**config.mk**
```make
export PLATFORM = sky130hd
export DESIGN_NAME = fcc_compare_unit
export DESIGN_NICKNAME = d
export VERILOG_FILES = /design/src/rtl/fcc_pkg.sv /design/src/rtl/fcc_classify.sv /design/src/rtl/fcc_order.sv /design/src/rtl/fcc_merge.sv /design/src/rtl/fcc_ctrl.sv /design/src/rtl/fcc_compare_unit.sv
export SDC_FILE = /design/constraint.sdc
export NUM_CORES = 1
export LEC_CHECK = 0
export BUFFER_PORTS_ARGS = -buffer_cell sky130_fd_sc_hd__buf_4
export CAP_MARGIN = 10
export CORE_UTILIZATION = 50
export CTS_CLUSTER_DIAMETER = 50
export DETAILED_ROUTE_END_ITERATION = 8
export HOLD_SLACK_MARGIN = 0.1
export PLACE_DENSITY_LB_ADDON = 0.2
export SLEW_MARGIN = 25
export SYNTH_ARGS = -nofsm -noshare
export SYNTH_HDL_FRONTEND = slang
export SYNTH_SLANG_ARGS = --single-unit
```
**constraint.sdc**
```tcl
create_clock -name clk -period 1.51 [get_ports clk]
set_input_delay 0.2265 -clock clk [delete_from_list [all_inputs] [get_ports clk]]
set_output_delay 0.2265 -clock clk [all_outputs]
set_load 0.01 [all_outputs]
```
**src/rtl/fcc_pkg.sv**
```systemverilog
package fcc_pkg;

    typedef enum logic [1:0] {
        CC_EQ = 2'd0,
        CC_LT = 2'd1,
        CC_GT = 2'd2,
        CC_UN = 2'd3
    } cc_code_e;

    typedef enum logic {
        ST_IDLE = 1'b0,
        ST_DONE = 1'b1
    } fcc_state_e;

    localparam int unsigned NUM_FIELDS = 4;
    localparam int unsigned CC_W       = 2;

    // Field 0 at base, field k>0 at base + first_step + CC_W*(k-1).
    function automatic int unsigned fld_lsb(int unsigned base,
                                            int unsigned first_step,
                                            int unsigned sel);
        if (sel == 0) return base;
        return base + first_step + CC_W * (sel - 1);
    endfunction

endpackage

```
**src/rtl/fcc_classify.sv**
```systemverilog
module fcc_classify #(
    parameter int unsigned SP_EXP  = 8,
    parameter int unsigned SP_FRAC = 23,
    parameter int unsigned DP_EXP  = 11,
    parameter int unsigned DP_FRAC = 52,
    localparam int unsigned DW     = 1 + DP_EXP + DP_FRAC,
    localparam int unsigned SW_SP  = 1 + SP_EXP + SP_FRAC,
    localparam int unsigned MW     = DW - 1
) (
    input  logic [DW-1:0] raw_i,
    input  logic          dbl_i,
    output logic          nan_o,
    output logic          sign_o,
    output logic          zero_o,
    output logic [MW-1:0] mag_o
);
    logic sp_exp_ones, dp_exp_ones, sp_frac_nz, dp_frac_nz;

    assign sp_exp_ones = &raw_i[SW_SP-2:SP_FRAC];
    assign sp_frac_nz  = |raw_i[SP_FRAC-1:0];
    assign dp_exp_ones = &raw_i[DW-2:DP_FRAC];
    assign dp_frac_nz  = |raw_i[DP_FRAC-1:0];

    always_comb begin
        if (dbl_i) begin
            nan_o  = dp_exp_ones & dp_frac_nz;
            sign_o = raw_i[DW-1];
            mag_o  = raw_i[MW-1:0];
        end else begin
            nan_o  = sp_exp_ones & sp_frac_nz;
            sign_o = raw_i[SW_SP-1];
            mag_o  = MW'(raw_i[SW_SP-2:0]);
        end
        zero_o = (mag_o == '0);
    end
endmodule

```
**src/rtl/fcc_order.sv**
```systemverilog
module fcc_order
    import fcc_pkg::*;
#(
    parameter int unsigned MW = 63
) (
    input  logic          a_nan_i,
    input  logic          a_sign_i,
    input  logic          a_zero_i,
    input  logic [MW-1:0] a_mag_i,
    input  logic          b_nan_i,
    input  logic          b_sign_i,
    input  logic          b_zero_i,
    input  logic [MW-1:0] b_mag_i,
    output cc_code_e      code_o
);
    logic mag_lt, mag_eq;

    assign mag_lt = (a_mag_i < b_mag_i);
    assign mag_eq = (a_mag_i == b_mag_i);

    always_comb begin
        if (a_nan_i || b_nan_i) begin
            code_o = CC_UN;
        end else if (a_zero_i && b_zero_i) begin
            code_o = CC_EQ;
        end else if (a_sign_i != b_sign_i) begin
            code_o = a_sign_i ? CC_LT : CC_GT;
        end else if (mag_eq) begin
            code_o = CC_EQ;
        end else if (a_sign_i) begin
            code_o = mag_lt ? CC_GT : CC_LT;
        end else begin
            code_o = mag_lt ? CC_LT : CC_GT;
        end
    end
endmodule

```
**src/rtl/fcc_merge.sv**
```systemverilog
module fcc_merge
    import fcc_pkg::*;
#(
    parameter int unsigned SW          = 64,
    parameter int unsigned CC_BASE     = 10,
    parameter int unsigned FIRST_STEP  = 22,
    parameter int unsigned TRAP_EN_BIT = 27,
    parameter int unsigned ACCR_BIT    = 9
) (
    input  logic [SW-1:0] stat_i,
    input  logic [1:0]    sel_i,
    input  cc_code_e      code_i,
    output logic [SW-1:0] stat_o,
    output logic          trap_o
);
    logic [SW-1:0] fmask [NUM_FIELDS];
    logic [SW-1:0] fval  [NUM_FIELDS];
    logic          unordered;

    for (genvar k = 0; k < NUM_FIELDS; k++) begin : g_field
        localparam int unsigned LSB = fld_lsb(CC_BASE, FIRST_STEP, k);
        assign fmask[k] = SW'(2'b11) << LSB;
        assign fval[k]  = SW'(code_i) << LSB;
    end

    assign unordered = (code_i == CC_UN);

    always_comb begin
        stat_o = (stat_i & ~fmask[sel_i]) | fval[sel_i];
        trap_o = 1'b0;
        if (unordered) begin
            if (stat_i[TRAP_EN_BIT]) trap_o = 1'b1;
            else                     stat_o[ACCR_BIT] = 1'b1;
        end
    end
endmodule

```
**src/rtl/fcc_ctrl.sv**
```systemverilog
module fcc_ctrl
    import fcc_pkg::*;
(
    input  logic clk,
    input  logic rst_n,
    input  logic start_i,
    output logic load_o,
    output logic done_o
);
    fcc_state_e state_q, state_d;

    always_ff @(posedge clk or negedge rst_n) begin
        if (!rst_n) state_q <= ST_IDLE;
        else        state_q <= state_d;
    end

    always_comb begin
        state_d = state_q;
        unique case (state_q)
            ST_IDLE: if (start_i) state_d = ST_DONE;
            ST_DONE: state_d = start_i ? ST_DONE : ST_IDLE;
        endcase
    end

    always_comb begin
        load_o = start_i;
        done_o = 1'b0;
        unique case (state_q)
            ST_IDLE: done_o = 1'b0;
            ST_DONE: done_o = 1'b1;
        endcase
    end
endmodule

```
**src/rtl/fcc_compare_unit.sv**
```systemverilog
module fcc_compare_unit
    import fcc_pkg::*;
#(
    parameter int unsigned SP_EXP      = 8,
    parameter int unsigned SP_FRAC     = 23,
    parameter int unsigned DP_EXP      = 11,
    parameter int unsigned DP_FRAC     = 52,
    parameter int unsigned SW          = 64,
    parameter int unsigned CC_BASE     = 10,
    parameter int unsigned FIRST_STEP  = 22,
    parameter int unsigned TRAP_EN_BIT = 27,
    parameter int unsigned ACCR_BIT    = 9,
    localparam int unsigned DW         = 1 + DP_EXP + DP_FRAC,
    localparam int unsigned MW         = DW - 1
) (
    input  logic          clk,
    input  logic          rst_n,
    input  logic          start_i,
    input  logic          dbl_i,
    input  logic [1:0]    fld_sel_i,
    input  logic [DW-1:0] op_a_i,
    input  logic [DW-1:0] op_b_i,
    input  logic [SW-1:0] stat_i,
    output logic [SW-1:0] stat_o,
    output logic          trap_o,
    output logic          done_o
);
    logic [DW-1:0] ops   [2];
    logic          nan_w [2];
    logic          sgn_w [2];
    logic          zro_w [2];
    logic [MW-1:0] mag_w [2];

    assign ops[0] = op_a_i;
    assign ops[1] = op_b_i;

    for (genvar g = 0; g < 2; g++) begin : g_cls
        fcc_classify #(
            .SP_EXP (SP_EXP),
            .SP_FRAC(SP_FRAC),
            .DP_EXP (DP_EXP),
            .DP_FRAC(DP_FRAC)
        ) u_cls (
            .raw_i (ops[g]),
            .dbl_i (dbl_i),
            .nan_o (nan_w[g]),
            .sign_o(sgn_w[g]),
            .zero_o(zro_w[g]),
            .mag_o (mag_w[g])
        );
    end

    cc_code_e code_w;

    fcc_order #(.MW(MW)) u_ord (
        .a_nan_i (nan_w[0]), .a_sign_i(sgn_w[0]), .a_zero_i(zro_w[0]), .a_mag_i(mag_w[0]),
        .b_nan_i (nan_w[1]), .b_sign_i(sgn_w[1]), .b_zero_i(zro_w[1]), .b_mag_i(mag_w[1]),
        .code_o  (code_w)
    );

    logic [SW-1:0] stat_new;
    logic          trap_new;

    fcc_merge #(
        .SW         (SW),
        .CC_BASE    (CC_BASE),
        .FIRST_STEP (FIRST_STEP),
        .TRAP_EN_BIT(TRAP_EN_BIT),
        .ACCR_BIT   (ACCR_BIT)
    ) u_mrg (
        .stat_i(stat_i),
        .sel_i (fld_sel_i),
        .code_i(code_w),
        .stat_o(stat_new),
        .trap_o(trap_new)
    );

    logic load;

    fcc_ctrl u_ctl (
        .clk    (clk),
        .rst_n  (rst_n),
        .start_i(start_i),
        .load_o (load),
        .done_o (done_o)
    );

    always_ff @(posedge clk or negedge rst_n) begin
        if (!rst_n) begin
            stat_o <= '0;
            trap_o <= 1'b0;
        end else begin
            trap_o <= load & trap_new;
            if (load) stat_o <= stat_new;
        end
    end
endmodule

```
==> results of run 1 <==
[cells in the mapped netlist, drive strengths merged, types with 3 or more instances]
master / n / area [sq um]
and2: 34 / 215
nor2b: 4 / 25.0
clkbuf: 14 / 62.6
nor3: 10 / 50.1
nor4: 34 / 240
a31oi: 5 / 31.3
nand2b: 4 / 25.0
dfrtp: 66 / 1650
nand2: 51 / 191
a21oi: 32 / 160
nand3b: 7 / 52.6
o21ai: 19 / 95.1
ha: 63 / 788
or4: 4 / 37.5
nand3: 9 / 45.0
inv: 36 / 135
nor2: 14 / 52.6
mux2: 56 / 631
a211oi: 3 / 22.5
nand4: 31 / 206
[per-stage QoR]
stage	hold WS [ns]	setup TNS [ns]	setup WS [ns]	utilization
after floorplan	-0.0691	-8.31	-1.06	-
after global placement	0.145	-11.35	-1.30	0.827
after detailed placement	0.152	-12.74	-1.50	0.827
after CTS	0.102	-5.20	-0.623	0.914
[timing repair]
item	CTS
pin swaps	59
endpoints found under the setup margin	10
endpoints found under the hold margin	46
resized for setup	85
setup buffers	10
hold buffers	1
cloned	5
[cells by family after synthesis]
kind of cell / synth area share
compound gates: 0.0938
fa+ha+maj: 0.159
buf+inv: 0.0439
flops: 0.333
mux: 0.131
simple gates: 0.240
[routing by layer]
metal	GRT usage	GRT overflow
met1	0.722	0
met2	0.931	30
met3	0.570	0
met4	0.834	15
met5	0.163	0
==> metrics.md, run 1 <==
| Metric | Value |
|---|---|
| Status | `stopped before the end` |
| Halt Stage | `5_1_grt` |
| Halt Reason | `[ERROR GRT-0232] Routing congestion too high. Check the congestion heatmap in the GUI.` |
| Post-DP HPWL | `14.6 mm` |
| Num rows | `35` |
| Ports | `264` |
| IO buf count | `263` |
| Register bit total from synthesis | `66` |
| Cells after Synth | `522` |
| Syn nets | `783` |
| Antenna violations before repair | `4` |
| Clk buf depth | `2` |
| Yosys Warn Count | `0` |
| Die width | `102 microns` |
| CTS H-tree depth | `3` |
| Syn_area_per_cell | `9.51 sq um` |
| Cts bufs inserted | `9` |
| Mapped Area | `4960 sq um` |
| Netlist cell types | `49` |
| Initial Util | `0.527` |
| Sequential fraction of the synthesis area | `0.333` |
| EDFF count, synth | `0` |
| CTS Root Cell | `clkbuf_8` |
| Worst_ep kind | `sequential cell input` |
| Largest net degree at the start of global routing | `38` |
| Synth Flop Type | `dfrtp_1` |
| Clock sink total | `66` |
| Placed cells | `968` |
| Ys async rst share | `1.00` |
| Gr ovfl total | `45` |
| GRT Total Usage | `0.747` |
| GRT worst endpoint | `stat_o[35]$_DFFE_PN0P_/D` |
| Die height | `102 microns` |
| Area post-placement | `7780 sq um` |
| GP Congestion | `0.921` |
==> run 2, diff against run 1 <==
Settings changed: CORE_UTILIZATION 50 to 40, CTS_CLUSTER_DIAMETER 50 to default, HOLD_SLACK_MARGIN 0.1 to default, PLACE_DENSITY_LB_ADDON 0.2 to 0.15.
==> run 2 against run 1 <==
  * The flow now finishes, with violations (setup timing)
  * Synthesized cell count stayed put
  * Synthesized area unchanged
==> metrics.md, run 2 <==
| Metric | Value |
|---|---|
| Status | `complete, but fails checks (was stopped before the end)` |
| Failing checks | `setup timing` |
| Mapped Area | `4960 sq um (unchanged)` |
| Layout overhead on the synthesized area | `75.4%` |
| Fin. max-slew vios | `0` |
| Area post-placement | `7890 sq um (was 7780 sq um)` |
| Cell area power density | `705 nW/um^2` |
| Synth Flop Type | `dfrtp_1 (unchanged)` |
| Num rows | `40 (was 35)` |
| Largest register FFs | `64` |
| Hold path cells | `2` |
| Total power | `0.00614 W` |
| CP arrival | `2.47 ns` |
| Critical Path Fanout Max | `6` |
| Hold path startpoint | `stat_i[25]` |
| Ports | `264 (unchanged)` |
| Initial Util | `0.411 (was 0.527)` |
| Global-route wire length before repair | `26.7 mm` |
| DRC | `0` |
| Syn nets | `783 (unchanged)` |
| Post-synth top area share | `0.333 (unchanged)` |
| Top post-synthesis cells by count | `dfrtp_1, ha_1, mux2_2, nand2_1, inv_1 (unchanged)` |
| Share of cells above drive strength 1 | `0.570` |
| GP Congestion | `0.918 (was 0.921)` |
| Cells after Synth | `522 (unchanged)` |
| Gr ovfl total | `0` |
| Fmax | `440 MHz` |
| Post-DP HPWL | `13.2 mm (was 14.6 mm)` |
| CP startpoint | `dbl_i` |
| CTS Root Cell | `clkbuf_16 (was clkbuf_8)` |
| Die area | `12900 sq um` |
| Net count reported at finish | `1129` |
| CP Launch Type | `primary input` |
| Post-DRT Antenna Nets | `0` |
| Most common cell after layout, fill and taps aside | `buf_4` |
| Pre-antenna DRT Iters | `6` |
| Worst r2r src | `stat_o[35]$_DFFE_PN0P_` |
| Ys async rst share | `1.00 (unchanged)` |
| CP endpoint kind | `register` |
| Worst EP required | `1.71 ns` |
| EDFF count, synth | `0 (unchanged)` |
| IO buf count | `263 (unchanged)` |
| Crit path time final | `2.27 ns` |
| CTS tree | `done` |
| Top flop regs | `stat_o x64, trap_o x1, u_ctl.state_q x1` |
| Setup ws final | `-0.763 ns` |
| Antenna Cells | `0` |
| Final Cell Area | `8700 sq um` |
| Via count | `5404` |
| Clock transition at path regs | `0.05 ns` |
| Worst-margin pin slew | `0.630 ns` |
| Clock sink total | `66 (unchanged)` |
| Final setup fails | `10` |
| Die height | `113 microns (was 102 microns)` |
| Most flop-heavy register | `stat_o` |
| Most common cell in the netlist | `dfrtp_1 (unchanged)` |
| Crit Reg-Reg Endpoint | `stat_o[35]$_DFFE_PN0P_` |
| Clock Skews | `0 ns` |
| Via-per-instance ratio | `5.19` |
| Max Cap Violations | `0` |
| CTS H-tree depth | `3 (unchanged)` |
| Cts bufs inserted | `9 (unchanged)` |
| Util after Layout | `0.721` |
| Die width | `113 microns (was 102 microns)` |
| Maximum VDD drop | `0.438 mV` |
| Worst hold path type | `in2reg` |
| Vias in the first global route | `5590` |
| Register bit total from synthesis | `66 (unchanged)` |
| FF-to-FF path depth | `2` |
| Leak pwr | `4.14 nW` |
| Antenna violations before repair | `0` |
| Post-Route WL | `16.9 mm` |
| Setup CP Type | `in2reg` |
| Initial DRC count | `220` |
| Clk buf depth | `2 (unchanged)` |
| Cell taking the most area after synthesis | `dfrtp_1 (unchanged)` |
| Filler cell count | `873` |
| Unrepaired setup endpoints after global routing | `yes` |
| Netlist cell types | `49 (unchanged)` |
| Syn_area_per_cell | `9.51 sq um (unchanged)` |
| R2R Setup Slk | `0.72 ns` |
| Sequential fraction of the synthesis area | `0.333 (unchanged)` |
| Part of the cycle the worst path needs | `1.50` |
| Fin. Hold Viols | `0` |
| GRT Total Usage | `0.262` |
| Hold Path End | `stat_o[25]$_DFFE_PN0P_` |
| Worst skew pair latency | `0.32 ns` |
| Yosys Warn Count | `0 (unchanged)` |
| Core area | `12100 sq um` |
| Avg WL per Cell | `16.2 microns` |
| Dominant cells by area after synthesis | `dfrtp_1, ha_1, mux2_2 (unchanged)` |
| Max_slew headroom | `0.575` |
| Leading cell types in the layout, fill and taps excluded | `buf_4, dfrtp_1, mux2_2` |
| Largest net degree at the start of global routing | `76` |
## run 2: layout make-up
type / count / area (sq um) / area share
Clock buffer: 11 / 243 / 0.0279
Multi-Input combinational cell: 404 / 3630 / 0.417
Tap cell: 168 / 210 / 0.0242
Timing Repair Buffer: 351 / 2780 / 0.320
Inverter: 36 / 135 / 0.0155
Clock inverter: 5 / 53.8 / 0.00618
Sequential cell: 66 / 1650 / 0.190
## run 2: worst max-delay path: stages
cell and delay, ns:
buf_16 0.12, and2_4 0.16, ha_4 0.22, nand4_1 0.20, inv_1 0.11, a221oi_2 0.30
o211ai_1 0.12, a211o_1 0.31, or2_4 0.28, a311oi_4 0.29, a21oi_1 0.12
## run 2: logic make-up after synthesis
group | after synthesis | synth area share
and+or+nand+nor | 206 | 0.240
AOI/OAI and AO/OA | 77 | 0.0938
DFF | 66 | 0.333
adders and majority gates | 63 | 0.159
muxes | 58 | 0.131
buffers and inverters | 52 | 0.0439
## run 2: per-stage QoR
stage | hold WS, ns | setup TNS, ns | std cells | worst slack (ns)
after CTS | 0.122 | -5.35 | 1040 | -0.638
after global routing | 0.126 | -7.10 | 1041 | -0.849
after detailed placement | 0.252 | -11.43 | 1013 | -1.31
final | 0.131 | -6.31 | 1041 | -0.763
after floorplan | -0.0691 | -8.31 | 522 | -1.06
after global placement | 0.244 | -11.30 | 1013 | -1.29
## run 2: report_power, final
group | switching, W | internal (W)
Sequential | 0.0000942 | 0.00195
Clock | 0.000695 | 0.00131
Combinational | 0.000896 | 0.00119
Total | 0.00169 | 0.00445
## run 2: worst max-delay path by stage
stage,endpoint
finish,stat_o[37]$_DFFE_PN0P_
global route,stat_o[33]$_DFFE_PN0P_
CTS,stat_o[37]$_DFFE_PN0P_
detailed placement,stat_o[33]$_DFFE_PN0P_
global placement,stat_o[11]$_DFFE_PN0P_
floorplan,stat_o[11]$_DFFE_PN0P_
## run 2: layer usage
layer | part of all wire | vias up | track usage
li1 | - | 2634 | -
met1 | 0.40 | 2513 | 0.302
met2 | 0.51 | 216 | 0.480
met3 | 0.057 | 41 | 0.0436
met4 | 0.032 | 0 | 0.109
met5 | 0 | - | 0
## run 2: what timing repair did
item                       CTS  global route
setup endpoints to repair   10            10
cloned                       4             0
pin swaps                   42            15
hold endpoints to repair    66             0
gates resized for setup     53            12
hold buffers                 1             0
setup buffers                6             1
Note: power is estimated with default switching activity, not from simulation.
==> run 3, diff against run 2 <==
Settings changed: ABC_AREA from default to 1, CORE_UTILIZATION 40 to 51.
==> run 3 against run 2 <==
  * The run ends with DRC, setup timing left
  * Non-clock buffer count up 7
  * Routed wire length increased by 64%
  * Worst setup slack got worse by 0.19 ns
  * Sequential cell count stayed put
  * Sequential share of layout area fell by 0.99 points
  * Die area decreased by 16%
  * Critical path type unchanged
  * Critical endpoint is now stat_o[33]$_DFFE_PN0P_
  * Highest routed layer is now met5
==> metrics.md, run 3 <==
| Metric | Value |
|---|---|
| Syn_area_per_cell | `6.59 sq um (was 9.51 sq um)` |
| Status | `complete, but fails checks (unchanged)` |
| Cell taking the most area after synthesis | `dfrtp_1 (unchanged)` |
| Max Cap Violations | `0 (unchanged)` |
| Netlist cell types | `25 (was 49)` |
| Part of the cycle the worst path needs | `1.63 (was 1.50)` |
| Critical Path Fanout Max | `10 (was 6)` |
| Leading cell types in the layout, fill and taps excluded | `buf_4, nand2_1, inv_1 (was buf_4, dfrtp_1, mux2_2)` |
| Net count reported at finish | `1419 (was 1129)` |
| Met2 WL | `12.3 mm (was 8.63 mm)` |
| Register bit total from synthesis | `66 (unchanged)` |
| Share of cells above drive strength 1 | `0.436 (was 0.570)` |
| Clock sink total | `66 (unchanged)` |
| Core area | `9950 sq um (was 12100 sq um)` |
| Final setup fails | `10 (unchanged)` |
| Met3 wire len | `3.84 mm (was 961 microns)` |
| R2R Setup Slk | `0.69 ns (was 0.72 ns)` |
| Die width | `104 microns (was 113 microns)` |
| Largest net degree at the start of global routing | `44 (was 76)` |
| Dominant cells by area after synthesis | `dfrtp_1, nand2_1, ha_1 (was dfrtp_1, ha_1, mux2_2)` |
| CTS Root Cell | `clkbuf_8 (was clkbuf_16)` |
| GRT Total Usage | `0.375 (was 0.262)` |
| CTS tree | `done (unchanged)` |
| Die height | `104 microns (was 113 microns)` |
| Most common cell in the netlist | `nand2_1 (was dfrtp_1)` |
| Cts bufs inserted | `9 (unchanged)` |
| Critical path endpoint | `stat_o[33]$_DFFE_PN0P_ (was stat_o[37]$_DFFE_PN0P_)` |
| Via count | `8042 (was 5404)` |
| Largest register FFs | `64 (unchanged)` |
| Post-Route WL | `27.6 mm (was 16.9 mm)` |
| Post-synth top area share | `0.310 (was 0.333)` |
| Post-DRT Antenna Nets | `0 (unchanged)` |
| FF-to-FF path depth | `2 (unchanged)` |
| Worst r2r src | `stat_o[33]$_DFFE_PN0P_ (was stat_o[35]$_DFFE_PN0P_)` |
| Util after Layout | `0.922 (was 0.721)` |
| CP Launch Type | `primary input (unchanged)` |
| Via-per-instance ratio | `6.20 (was 5.19)` |
| IO buf count | `263 (unchanged)` |
| Gr ovfl total | `0 (unchanged)` |
| CTS H-tree depth | `3 (unchanged)` |
| Hold path startpoint | `stat_i[4] (was stat_i[25])` |
| Failing checks | `DRC, setup timing (was setup timing)` |
| Most flop-heavy register | `stat_o (unchanged)` |
| Largest family of logic cells by synthesized area | `simple AND/OR/NAND/NOR gates (unchanged)` |
| CP startpoint | `dbl_i (unchanged)` |
| Worst skew pair latency | `0.34 ns (was 0.32 ns)` |
| Leak pwr | `5.15 nW (was 4.14 nW)` |
| Pre-antenna DRT Iters | `9 (was 6)` |
| Die area | `10900 sq um (was 12900 sq um)` |
| Clk buf depth | `2 (unchanged)` |
| Vias in the first global route | `7035 (was 5590)` |
| Num rows | `36 (was 40)` |
| Unrepaired setup endpoints after global routing | `yes (unchanged)` |
| Sequential fraction of the synthesis area | `0.310 (was 0.333)` |
| Adder-Cell Fraction of Synth Area | `0.148 (was 0.159)` |
| Initial Util | `0.535 (was 0.411)` |
| Met1 WL | `8.71 mm (was 6.72 mm)` |
| Syn nets | `1070 (was 783)` |
| Post-synthesis mux area share | `0.00188 (was 0.131)` |
| Layout overhead on the synthesized area | `72.3% (was 75.4%)` |
| Most common cell after layout, fill and taps aside | `buf_4 (unchanged)` |
| Highest routed metal layer | `met5 (was met4)` |
| Ys async rst share | `1.00 (unchanged)` |
| Simple-gate share of the synthesized area | `0.415 (was 0.240)` |
| Worst hold path type | `in2reg (unchanged)` |
| Fin Setup TNS | `-7.18 ns (was -6.31 ns)` |
| Synth Area in Compound Gates | `0.0312 (was 0.0938)` |
| Initial DRC count | `1567 (was 220)` |
| EDFF count, synth | `0 (unchanged)` |
| Clock transition at path regs | `0.08 ns (was 0.05 ns)` |
| CP endpoint kind | `register (unchanged)` |
| Crit path time final | `2.46 ns (was 2.27 ns)` |
| Worst-margin pin slew | `0.846 ns (was 0.630 ns)` |
| Global-route wire length before repair | `32.7 mm (was 26.7 mm)` |
| Post-Synth XOR/XNOR Area | `0 (unchanged)` |
| Post-DP HPWL | `13.7 mm (was 13.2 mm)` |
| Crit Reg-Reg Endpoint | `stat_o[33]$_DFFE_PN0P_ (was stat_o[35]$_DFFE_PN0P_)` |
| Fmax | `406 MHz (was 440 MHz)` |
| DRC | `40 (was 0)` |
| Cell area power density | `671 nW/um^2 (was 705 nW/um^2)` |
| Synth Flop Type | `dfrtp_1 (unchanged)` |
| Clock Skews | `0 ns (unchanged)` |
| Fin. Hold Viols | `0 (unchanged)` |
| Mapped Area | `5330 sq um (was 4960 sq um)` |
| CP arrival | `2.67 ns (was 2.47 ns)` |
| Setup ws final | `-0.955 ns (was -0.763 ns)` |
| Cells after Synth | `809 (was 522)` |
| Avg WL per Cell | `21.3 microns (was 16.2 microns)` |
| Maximum VDD drop | `0.630 mV (was 0.438 mV)` |
| Max_slew headroom | `0.431 (was 0.575)` |
| Yosys Warn Count | `0 (unchanged)` |
| Top post-synthesis cells by count | `nand2_1, inv_1, dfrtp_1, ha_1, nor2_1 (was dfrtp_1, ha_1, mux2_2, nand2_1, inv_1)` |
| Ports | `264 (unchanged)` |
| Antenna violations before repair | `0 (unchanged)` |
| Fin. max-slew vios | `0 (unchanged)` |
| GP Congestion | `0.892 (was 0.918)` |
| Top flop regs | `stat_o x64, trap_o x1, u_ctl.state_q x1 (unchanged)` |
| Worst EP required | `1.71 ns (about the same)` |
| Setup CP Type | `in2reg (unchanged)` |
==> run 3: cell types whose count changed after synthesis, sizes merged, moves of 10 or more <==
| cell | change |
|---|---|
| a21oi | -10 |
| and2 | -34 |
| nor4 | -11 |
| nand2 | +318 |
| buf | +10 |
| nand3 | +20 |
| mux2 | -56 |
| nor2 | +47 |
| o21ai | -17 |
| inv | +66 |
==> run 3: layer usage <==
metal,vias to the layer above,GRT usage
li1,3286,-
met1,3554,0.409
met2,852,0.665
met3,348,0.111
met4,2,0.178
met5,-,0
==> run 3: cell families (layout without fill, tap and decap cells) <==
family / count (synthesis) / count (layout)
other: 0 / 1
AND/OR/NAND/NOR: 526 / 527
AO/OA/AOI/OAI: 30 / 30
flip-flops: 66 / 66
multiplexers: 1 / 1
buffers and inverters: 123 / 476
adder cells (fa/ha/maj): 63 / 63
==> run 3: timing repair <==
item | in CTS | in global routing
hold buffers | 1 | 0
endpoints found under the hold margin | 23 | 0
buffers inserted | 3 | 6
pin swaps | 33 | 38
resized for setup | 90 | 74
gates cloned | 4 | 1
endpoints found under the setup margin | 9 | 10
==> run 3: per-stage QoR <==
stage          std cells  hold slack (ns)  cell area [sq um]  setup slack, ns  total power [W]
3_5_place_dp        1265            0.144               8040            -1.03          0.00397
3_3_place_gp        1265            0.141               8040           -0.889          0.00392
6_report            1297           0.0767               9180           -0.955          0.00616
5_1_grt             1296           0.0708               9180            -1.13          0.00639
2_1_floorplan        809          -0.0691               5390           -0.572          0.00288
4_1_cts             1289           0.0717               8780           -0.302          0.00564
==> run 3: how the worst min path moves through the flow <==
stage	endpoint	slack (ns)	depth (start not counted)
finish	stat_o[4]$_DFFE_PN0P_	0.08	3
global route	stat_o[55]$_DFFE_PN0P_	0.07	3
CTS	stat_o[2]$_DFFE_PN0P_	0.07	3
detailed placement	stat_o[2]$_DFFE_PN0P_	0.14	1
global placement	stat_o[7]$_DFFE_PN0P_	0.14	1
floorplan	stat_o[0]$_DFFE_PN0P_	-0.07	0
==> run 3: cell type report <==
type	instances	area, sq um
multi-input combinational	621	3930
timing repair buffer	358	2840
sequential	66	1650
fill	390	776
inverter	102	385
tap	133	166
clock buffer	12	155
clock inverter	4	50.0
antenna	1	2.50
==> run 3: critical path, stage by stage <==
cell     delay (ns)
buf_16         0.13
nand2_1        0.24
ha_4           0.37
nand2_2        0.11
inv_2          0.06
nand2_1        0.10
nand2_1        0.16
nand2_1        0.12
nand2_1        0.08
nand2_1        0.09
nand2_2        0.07
a21oi_4        0.18
nand3_1        0.13
nand3_1        0.11
nand2_1        0.08
nand2_2        0.11
nand3_1        0.09
nand2_1        0.09
nand2_1        0.12
==> run 3: where the power goes <==
| group | switching (W) | internal (W) | total [W] |
|---|---|---|---|
| clock network | 0.000711 | 0.000851 | 0.00156 |
| registers | 0.000112 | 0.00193 | 0.00204 |
| logic | 0.00137 | 0.00119 | 0.00256 |
==> run 4, diff against run 3 <==
Settings changed: CORE_UTILIZATION 51 to 53, SYNTH_HIERARCHICAL from default to 1.
==> run 4 against run 3 <==
  * The run ends with setup timing left
  * Sequential power about the same
  * Synthesized area is 29% higher
  * Die area increased by 24%
  * Via count is 13% lower
  * Critical path type unchanged
==> metrics.md, run 4 <==
| Metric | Value |
|---|---|
| Critical path's most frequent cell | `nand2_2 (was nand2_1)` |
| Cell Chain, Critical Path | `buf_16 > buf_8 > nand2_2 > inv_2 > inv_2 > ha_4 > nand4_4 > nor3_4 > buf_4 > nand2_2 > nand2_2 > a21oi_4 > nand3_1 > nand3_2 > nand2_2 > nand2_2 > nand2_4 > nand2_4 > o21bai_1 > nand2_1 > nand2_1 (was buf_16 > nand2_1 > ha_4 > nand2_2 > inv_2 > nand2_1 > nand2_1 > nand2_1 > nand2_1 > nand2_1 > nand2_2 > a21oi_4 > nand3_1 > nand3_1 > nand2_1 > nand2_2 > nand3_1 > nand2_1 > nand2_1)` |
| Most Crowded Layer GR | `met2 (unchanged)` |
| CP startpoint | `dbl_i (unchanged)` |
| Post-synth top area share | `0.240 (was 0.310)` |
| Die height | `116 microns (was 104 microns)` |
| EDFF count, synth | `0 (unchanged)` |
| Sequential fraction of the synthesis area | `0.240 (was 0.310)` |
| Dominant cells by area after synthesis | `dfrtp_1, nand2_1, buf_4 (was dfrtp_1, nand2_1, ha_1)` |
| GR Layer Usage met3 | `0.0659 (was 0.111)` |
| R2R Setup Slk | `0.85 ns (was 0.69 ns)` |
| Slowest cell on crit path | `nor3_4 (was ha_4)` |
| Layout overhead on the synthesized area | `39.0% (was 72.3%)` |
| Maximum VDD drop | `0.747 mV (was 0.630 mV)` |
| CP endpoint kind | `register (unchanged)` |
| CTS H-tree depth | `3 (unchanged)` |
| Antenna violations before repair | `0 (unchanged)` |
| Antenna Cells | `0 (was 1)` |
| Status | `complete, but fails checks (unchanged)` |
| Part of the cycle the worst path needs | `1.40 (was 1.63)` |
| Netlist cell types | `29 (was 25)` |
| Fin. max-slew vios | `0 (unchanged)` |
| Clock Skews | `0 ns (unchanged)` |
| FF-to-FF path depth | `2 (unchanged)` |
| Top flop regs | `stat_o x64, trap_o x1, u_ctl/state_q x1 (was stat_o x64, trap_o x1, u_ctl.state_q x1)` |
| Max_slew headroom | `0.724 (was 0.431)` |
| Cells after Synth | `1088 (was 809)` |
| Register bit total from synthesis | `66 (unchanged)` |
| Cts bufs inserted | `9 (unchanged)` |
| Util after Layout | `0.756 (was 0.922)` |
| Worst r2r src | `stat_o[49]$_DFFE_PN0P_ (was stat_o[33]$_DFFE_PN0P_)` |
| Leak pwr | `5.61 nW (was 5.15 nW)` |
| Worst hold path type | `in2reg (unchanged)` |
| Num rows | `41 (was 36)` |
| IO buf count | `263 (unchanged)` |
| Crit path time final | `2.11 ns (was 2.46 ns)` |
| Die area | `13500 sq um (was 10900 sq um)` |
| Grt met1 use | `0.308 (was 0.409)` |
| Core area | `12700 sq um (was 9950 sq um)` |
| Max Cap Violations | `0 (unchanged)` |
| CP Launch Type | `primary input (unchanged)` |
| Cell area power density | `667 nW/um^2 (was 671 nW/um^2)` |
| CP bufs+invs | `5 (was 2)` |
| Most common cell in the netlist | `nand2_1 (unchanged)` |
| Net count reported at finish | `1565 (was 1419)` |
| Post-DRT Antenna Nets | `0 (unchanged)` |
| Critical Path Fanout Max | `7 (was 10)` |
| Critical path endpoint | `stat_o[9]$_DFFE_PN0P_ (was stat_o[33]$_DFFE_PN0P_)` |
| Failing checks | `setup timing (was DRC, setup timing)` |
| GP Congestion | `0.863 (was 0.892)` |
| Ys async rst share | `1.00 (unchanged)` |
| Fmax | `474 MHz (was 406 MHz)` |
| Pre-CTS setup slack | `-1.01 ns (was -1.03 ns)` |
| Pre-antenna DRT Iters | `5 (was 9)` |
| Worst-margin pin slew | `0.413 ns (was 0.846 ns)` |
| Vias in the first global route | `6697 (was 7035)` |
| Largest register FFs | `64 (unchanged)` |
| CTS Root Cell | `clkbuf_16 (was clkbuf_8)` |
| Die width | `116 microns (was 104 microns)` |
| Crit path max-delay family | `simple AND/OR/NAND/NOR gates (unchanged)` |
| Clk buf depth | `2 (unchanged)` |
| Via-per-instance ratio | `4.74 (was 6.20)` |
| Fin. Hold Viols | `0 (unchanged)` |
| Global-route wire length before repair | `29.3 mm (was 32.7 mm)` |
| Top post-synthesis cells by count | `nand2_1, inv_1, buf_4, nor2_1, dfrtp_1 (was nand2_1, inv_1, dfrtp_1, ha_1, nor2_1)` |
| DRC | `0 (was 40)` |
| Ports | `264 (unchanged)` |
| Syn nets | `1349 (was 1070)` |
| Mapped Area | `6890 sq um (was 5330 sq um)` |
| Leading cell types in the layout, fill and taps excluded | `nand2_1, buf_4, inv_1 (was buf_4, nand2_1, inv_1)` |
| Most common cell after layout, fill and taps aside | `nand2_1 (was buf_4)` |
| WP depth | `21 (was 19)` |
| Met2 Usage GRT | `0.506 (was 0.665)` |
| Synth Flop Type | `dfrtp_1 (unchanged)` |
| Most flop-heavy register | `stat_o (unchanged)` |
| Worst skew pair latency | `0.33 ns (was 0.34 ns)` |
| Clock transition at path regs | `0.05 ns (was 0.08 ns)` |
| Gr ovfl total | `0 (unchanged)` |
| Setup ws final | `-0.599 ns (was -0.955 ns)` |
| Unrepaired setup endpoints after global routing | `yes (unchanged)` |
| Syn_area_per_cell | `6.34 sq um (was 6.59 sq um)` |
| Avg WL per Cell | `12.7 microns (was 21.3 microns)` |
| Yosys Warn Count | `6 (was 0)` |
| CTS tree | `done (unchanged)` |
| Initial Util | `0.544 (was 0.535)` |
| Crit Reg-Reg Endpoint | `stat_o[49]$_DFFE_PN0P_ (was stat_o[33]$_DFFE_PN0P_)` |
| Worst EP required | `1.78 ns (was 1.71 ns)` |
| Final setup fails | `10 (unchanged)` |
| Via count | `7012 (was 8042)` |
| CP arrival | `2.38 ns (was 2.67 ns)` |
| Initial DRC count | `429 (was 1567)` |
| Share of cells above drive strength 1 | `0.392 (was 0.436)` |
| Cell taking the most area after synthesis | `dfrtp_1 (unchanged)` |
| Largest stage delay, worst path | `0.28 ns (was 0.37 ns)` |
| Post-DP HPWL | `13.9 mm (was 13.7 mm)` |
| Setup CP Type | `in2reg (unchanged)` |
| Clock sink total | `66 (unchanged)` |
| Post-Route WL | `18.8 mm (was 27.6 mm)` |
| Largest net degree at the start of global routing | `67 (was 44)` |
| GRT Total Usage | `0.278 (was 0.375)` |
-- run 4: cell types whose count changed after synthesis, sizes merged, moves of 2 or more --
cell	delta
buf	+130
nand2	+69
inv	+68
nor2	+58
nand4	-25
nor4	-23
clkbuf	-10
o21ai	+8
nor3	+5
nand3	-4
and2	+3
a21oi	+2
nand3b	+2
-- run 4: cell type report --
type / count / area [sq um]
clock buffers: 12 / 246
clock inverters: 3 / 40.0
fillers: 1015 / 3090
inverters: 170 / 641
multi-input cells: 711 / 3990
flip-flops and latches: 66 / 1650
well taps: 172 / 215
repair buffers: 346 / 2800
-- run 4: how the worst min path moves through the flow --
stage | slack (ns) | end | from | depth (start not counted)
floorplan | -0.07 | stat_o[0]$_DFFE_PN0P_ | rst_n | 0
global placement | 0.11 | stat_o[14]$_DFFE_PN0P_ | rst_n | 1
detailed placement | 0.11 | stat_o[14]$_DFFE_PN0P_ | rst_n | 1
CTS | 0.08 | stat_o[38]$_DFFE_PN0P_ | stat_i[38] | 3
global route | 0.09 | stat_o[41]$_DFFE_PN0P_ | stat_i[41] | 3
finish | 0.09 | stat_o[6]$_DFFE_PN0P_ | stat_i[6] | 3
-- run 4: layer usage --
metal / vias up / wire length (microns)
met1: 3131 / 7490
met2: 251 / 9490
met3: 60 / 1220
met5: - / 0
met4: 0 / 634
li1: 3570 / -
-- run 4: repair_timing --
action	4_1_cts	5_1_grt
hold endpoints to repair	16	0
setup endpoints to repair	10	10
gates resized for setup	100	21
setup buffers	6	2
pin swaps	65	23
hold buffers	1	0
cloned	4	0
-- run 4: worst register-to-register path, delay by kind of cell, from the launching register on --
kind | cells | cell delay, ns
simple gates | 2 | 0.15
flops | 1 | 0.39
-- run 4: logic make-up after synthesis --
kind of cell | share of synthesized area
AO/OA/AOI/OAI | 0.0310
AND/OR/NAND/NOR | 0.364
adder cells (fa/ha/maj) | 0.114
flip-flops | 0.240
buffers and inverters | 0.251
-- run 4: power breakdown --
part / switching (W) / total (W) / leakage (nW) / internal (W)
Combinational: 0.00115 / 0.00234 / 4.67 / 0.00119
Clock: 0.000717 / 0.00202 / 0.142 / 0.00131
Sequential: 0.0000915 / 0.00203 / 0.805 / 0.00193
-- run 4: stage by stage --
step	hold WS (ns)	instance area, sq um	cells	TNS (ns)	total power [W]
after floorplan	-0.0691	6980	1088	-5.88	0.00325
after global placement	0.115	8650	1452	-8.83	0.00405
after detailed placement	0.115	8650	1452	-9.41	0.00409
after CTS	0.0831	9490	1478	-4.60	0.00634
after global routing	0.0933	9580	1480	-6.93	0.00677
final	0.0940	9580	1480	-5.39	0.00639
